File: config.mk
export PLATFORM = sky130hd
export DESIGN_NAME = ring_scrub_ctrl
export DESIGN_NICKNAME = d
export VERILOG_FILES = /design/src/rtl/scrub_pkg.sv /design/src/rtl/scrub_timer.sv /design/src/rtl/scrub_fsm.sv /design/src/rtl/idle_mux.sv /design/src/rtl/ring_scrub_ctrl.sv
export SDC_FILE = /design/constraint.sdc
export NUM_CORES = 1
export LEC_CHECK = 0
export ABC_AREA = 1
export BUFFER_PORTS_ARGS = -buffer_cell sky130_fd_sc_hd__buf_2
export CORE_UTILIZATION = 30
export CTS_BUF_LIST = sky130_fd_sc_hd__clkbuf_8
export DETAILED_ROUTE_END_ITERATION = 6
export MAX_ROUTING_LAYER = met4
export SLEW_MARGIN = 15
export SYNTH_ARGS = -nofsm -noshare
export SYNTH_HDL_FRONTEND = slang
export SYNTH_SLANG_ARGS = --single-unit
File: constraint.sdc
create_clock -name clk -period 4.3 [get_ports clk]
set_clock_uncertainty 0.05 [all_clocks]
set_input_delay 0 -clock clk [delete_from_list [all_inputs] [get_ports clk]]
set_output_delay 0 -clock clk [all_outputs]
set_load 0.01 [all_outputs]
File: src/rtl/scrub_pkg.sv
package scrub_pkg;

  typedef enum logic [1:0] {
    ST_OUT      = 2'b00,
    ST_IN_SCRUB = 2'b01,
    ST_RM_SCRUB = 2'b10,
    ST_IN_RING  = 2'b11
  } ring_st_e;

  function automatic logic is_scrub(input ring_st_e s);
    return (s == ST_IN_SCRUB) || (s == ST_RM_SCRUB);
  endfunction

endpackage

File: src/rtl/scrub_timer.sv
module scrub_timer #(
  parameter int TIME_W = 16
) (
  input  logic              clk,
  input  logic              rst,
  input  logic              load,
  input  logic [TIME_W-1:0] load_val,
  input  logic              run,
  output logic              expired
);
  logic [TIME_W-1:0] remain;

  always_ff @(posedge clk) begin
    if (rst)
      remain <= '0;
    else if (load)
      remain <= load_val;
    else if (run && (remain != '0))
      remain <= remain - 1'b1;
  end

  assign expired = (remain == '0);
endmodule

File: src/rtl/scrub_fsm.sv
module scrub_fsm
  import scrub_pkg::*;
(
  input  logic     clk,
  input  logic     rst,
  input  logic     insert_req,
  input  logic     remove_req,
  input  logic     conn_break,
  input  logic     expired,
  output ring_st_e state,
  output logic     load
);
  ring_st_e nxt;
  logic     abort_q;
  logic     leave_now;

  assign leave_now = remove_req | conn_break;

  always_comb begin
    nxt  = state;
    load = 1'b0;
    unique case (state)
      ST_OUT: begin
        if (insert_req) begin
          nxt  = ST_IN_SCRUB;
          load = 1'b1;
        end
      end
      ST_IN_SCRUB: begin
        if (expired)
          nxt = (abort_q || leave_now) ? ST_OUT : ST_IN_RING;
      end
      ST_IN_RING: begin
        if (leave_now) begin
          nxt  = ST_RM_SCRUB;
          load = 1'b1;
        end
      end
      ST_RM_SCRUB: begin
        if (expired)
          nxt = ST_OUT;
      end
      default: nxt = ST_OUT;
    endcase
  end

  always_ff @(posedge clk) begin
    if (rst) begin
      state   <= ST_OUT;
      abort_q <= 1'b0;
    end else begin
      state <= nxt;
      if (state == ST_OUT)
        abort_q <= 1'b0;
      else if (state == ST_IN_SCRUB && leave_now)
        abort_q <= 1'b1;
    end
  end
endmodule

File: src/rtl/idle_mux.sv
module idle_mux #(
  parameter int              DATA_W = 10,
  parameter logic [DATA_W-1:0] IDLE_PAIR = '1
) (
  input  logic              clk,
  input  logic              rst,
  input  logic              force_idle,
  input  logic [DATA_W-1:0] bypass,
  output logic [DATA_W-1:0] tx
);
  always_ff @(posedge clk) begin
    if (rst)
      tx <= IDLE_PAIR;
    else if (force_idle)
      tx <= IDLE_PAIR;
    else
      tx <= bypass;
  end
endmodule

File: src/rtl/ring_scrub_ctrl.sv
module ring_scrub_ctrl
  import scrub_pkg::*;
#(
  parameter int              SYM_W    = 5,
  parameter int              TIME_W   = 16,
  parameter logic [SYM_W-1:0] IDLE_SYM = '1
) (
  input  logic                 clk,
  input  logic                 rst,
  input  logic                 insert_req,
  input  logic                 remove_req,
  input  logic                 conn_break,
  input  logic                 scrub_req,
  input  logic                 seq_maint,
  input  logic [TIME_W-1:0]    scrub_time,
  input  logic [2*SYM_W-1:0]   bypass_data,
  output logic [2*SYM_W-1:0]   tx_data,
  output logic [1:0]           state_code
);
  localparam int                DATA_W    = 2 * SYM_W;
  localparam logic [DATA_W-1:0] IDLE_PAIR = {2{IDLE_SYM}};

  ring_st_e state;
  logic     load;
  logic     expired;
  logic     force_idle;

  scrub_fsm u_fsm (
    .clk        (clk),
    .rst        (rst),
    .insert_req (insert_req),
    .remove_req (remove_req),
    .conn_break (conn_break),
    .expired    (expired),
    .state      (state),
    .load       (load)
  );

  scrub_timer #(.TIME_W(TIME_W)) u_tmr (
    .clk      (clk),
    .rst      (rst),
    .load     (load),
    .load_val (scrub_time),
    .run      (is_scrub(state)),
    .expired  (expired)
  );

  assign force_idle = is_scrub(state) | (scrub_req & seq_maint);

  idle_mux #(.DATA_W(DATA_W), .IDLE_PAIR(IDLE_PAIR)) u_mux (
    .clk        (clk),
    .rst        (rst),
    .force_idle (force_idle),
    .bypass     (bypass_data),
    .tx         (tx_data)
  );

  assign state_code = state;
endmodule

==> metrics.csv <==
metric,value,unit
Finish-stage setup viols,0,
critical path peak fanout,21,
"commonest cells after routing, fill and taps aside","nand2_1 (63), nor2_1 (57), buf_2 (44), dfxtp_1 (29), inv_1 (24)",
First-pass DRT Iterations,4,
measured slew at the worst slew-check pin,0.561,ns
Initial Util,31.4,%
# IOs,45,
"Cell Area, Placed",2010,um2
gpl congestion,0.809,
Hold Crit Start,scrub_time[1],
Worst path slowest cell,ha_1,
postcts setup bufs,0,
Initial DRC Count,70,
slowest cell delay on critical path,0.41,ns
CP arrival,2.15,ns
Total GRT Usage,16.1,%
first-pass GRT wire length,7580,um
power per cell area,780,nW/um2
Max Freq,495,MHz
Yosys warning total,0,
post-route cell area,2370,um2
post-synthesis sequential area ratio,33.4,%
setup TNS,0,ns
clock buffer count from CTS,5,
largest net degree at the start of global routing,22,
CTS root buf,clkbuf_8,
Clock Latency Late Sink,0.29,ns
Setup CP Type,flip-flop to flip-flop,
mean post-synth cell area,6.46,um2
"commonest non-fill, non-tap cell in the layout",nand2_1,
cells after synthesis,269,
status,completed,
"Critical Path, Cell by Cell","inv_1, ha_1, inv_2, nand2_2, inv_2, nand2_1, o21ai_0, nor2_1, nor2_1",
static leakage,1.18,nW
Longest Clk Path Bufs,2,
syn_nets,308,
DIE HEIGHT,78.1,um
dpl ws,2.29,ns
GRT overflow,0,
n_diodes,0,
Die ar.,6100,um2
distinct cell type count after synthesis,26,
Pins Over Slew Limit,0,
"Clk pin slew, worst setup/hold paths",0.07,ns
Final nets,376,
DRC viols,0,
Tot Pwr,0.00185,W
Slew headroom,62.6,%
setup ws final,2.28,ns
vias in the first global route,1757,
Setup crit start,u_fsm.state[0],
r2r startpoint,u_fsm.state[0],
H-tree depth,2,
clk sinks,29,
DRT antenna net count,0,
vias,1798,
share of cells above drive strength 1,23.7,%
RSZ-0062 raised after global routing,no,
Seq cells post-synth,29,
Die X-Extent,78.1,um
VDD IR max,0.463,mV
Syn Std Cell Area,1740,um2
element type at the critical path end,flip-flop,
dpl hpwl,3030,um
final WL,4370,um
Tmin final,2.02,ns
Max-Cap Viols,0,
final hold violation count,0,
Worst EP required,4.43,ns
Vias/cell,4.39,
CP Launch Type,flip-flop,
initial antenna violation count,0,
IO Port Bufs,44,
area delta synth->final,36.2,%
TritonCTS clock tree,built,
Core ar.,5540,um2
period utilization,47.0,%
worst min-delay path class,input pin to flip-flop,
wire length per cell,10.6,um
num rows,27,
==> power breakdown <==
group | leakage [nW] | total [W] | switching [W] | internal (W)
Combinational | 0.873 | 0.00107 | 0.000677 | 0.000390
Clock | 0.0681 | 0.000345 | 0.000115 | 0.000230
Sequential | 0.240 | 0.000435 | 0.0000764 | 0.000358
Total | 1.18 | 0.00185 | 0.000869 | 0.000979
==> cell usage after synthesis <==
| cell | n | area (um2) |
|---|---|---|
| xor2_1 | 2 | 17.5 |
| nor3_1 | 2 | 10.0 |
| a21oi_2 | 1 | 8.76 |
| or2_2 | 12 | 75.1 |
| nand3_1 | 20 | 100 |
| nand2_2 | 4 | 25.0 |
| clkbuf_1 | 1 | 3.75 |
| o21ai_0 | 14 | 70.1 |
| o21bai_1 | 2 | 15.0 |
| buf_4 | 2 | 15.0 |
| a21oi_1 | 3 | 15.0 |
| inv_1 | 24 | 90.1 |
| nand2_8 | 1 | 20.0 |
| dfxtp_1 | 29 | 581 |
| inv_2 | 3 | 11.3 |
| nand4_1 | 2 | 12.5 |
| o21ai_1 | 10 | 50.1 |
| nand2_4 | 2 | 22.5 |
| ha_1 | 6 | 75.1 |
| nand2_1 | 63 | 236 |
| xnor2_1 | 2 | 17.5 |
| nor2_1 | 57 | 214 |
| buf_2 | 1 | 5.00 |
| nor2_4 | 1 | 11.3 |
| buf_6 | 1 | 11.3 |
| nor2_2 | 4 | 25.0 |
==> layout make-up <==
type | instances | area (um2)
clock buffers | 5 | 68.8
clock inverters | 3 | 65.1
fillers | 596 | 3170
well taps | 72 | 90.1
repair buffers | 66 | 440
multi-input cells | 208 | 1020
inverters | 27 | 101
flip-flops and latches | 29 | 581
==> per-stage QoR <==
| stage | utilization (%) | hold slack, ns | instances |
|---|---|---|---|
| 5_1_grt | 42.7 | 0.0635 | 410 |
| 4_1_cts | 42.7 | 0.00257 | 410 |
| 6_report | 42.7 | 0.0117 | 410 |
| 2_1_floorplan | - | 0.0224 | 269 |
| 3_3_place_gp | 36.3 | 0.127 | 380 |
| 3_5_place_dp | 36.3 | 0.129 | 380 |
==> what timing repair did <==
item | in CTS | in global routing
endpoints found under the hold margin | 22 | 0
resized for setup | 0 | 0
hold buffers | 22 | 0
setup endpoints to repair | 0 | 0
==> kinds of logic (layout without fill, tap and decap cells) <==
logic type | Yosys count | in the layout | share of synthesized area (%)
buf+inv | 32 | 101 | 7.85
compound gates | 30 | 30 | 9.14
xor+xnor | 4 | 4 | 2.02
simple gates | 168 | 168 | 43.3
flops | 29 | 29 | 33.4
fa+ha+maj | 6 | 6 | 4.32
==> worst paths after layout <==
| check | to | slack, ns | cells past startpoint |
|---|---|---|---|
| setup / recovery | u_tmr.remain[8] | 2.28 | 9 |
| hold reg to reg | u_tmr.remain[1] | 0.46 | 2 |
| hold / removal | u_tmr.remain[1] | 0.01 | 5 |
| setup reg to reg | u_tmr.remain[8] | 2.28 | 9 |
==> worst max-delay path: cells and delay by family (launching register included) <==
family / cells / cell delay, ns
buffers and inverters: 3 / 0.38
flip-flops: 1 / 0.39
AO/OA/AOI/OAI: 1 / 0.08
AND/OR/NAND/NOR: 4 / 0.58
adder cells (fa/ha/maj): 1 / 0.41
==> metal layers <==
layer	vias up	GRT usage [%]	routed length, um
met5	-	-	0
met4	0	6.11	76
met3	6	3.95	136
met2	24	26.3	2040
met1	797	19.1	2110
li1	971	-	-
==> flip-flops by register name, indices dropped and copies added (netlist names) <==
| register | flops |
|---|---|
| u_tmr.remain | 16 |
| u_mux.tx | 10 |
| u_fsm.state | 2 |
| u_fsm.abort_q | 1 |
Note: power is estimated with default switching activity, not from simulation.
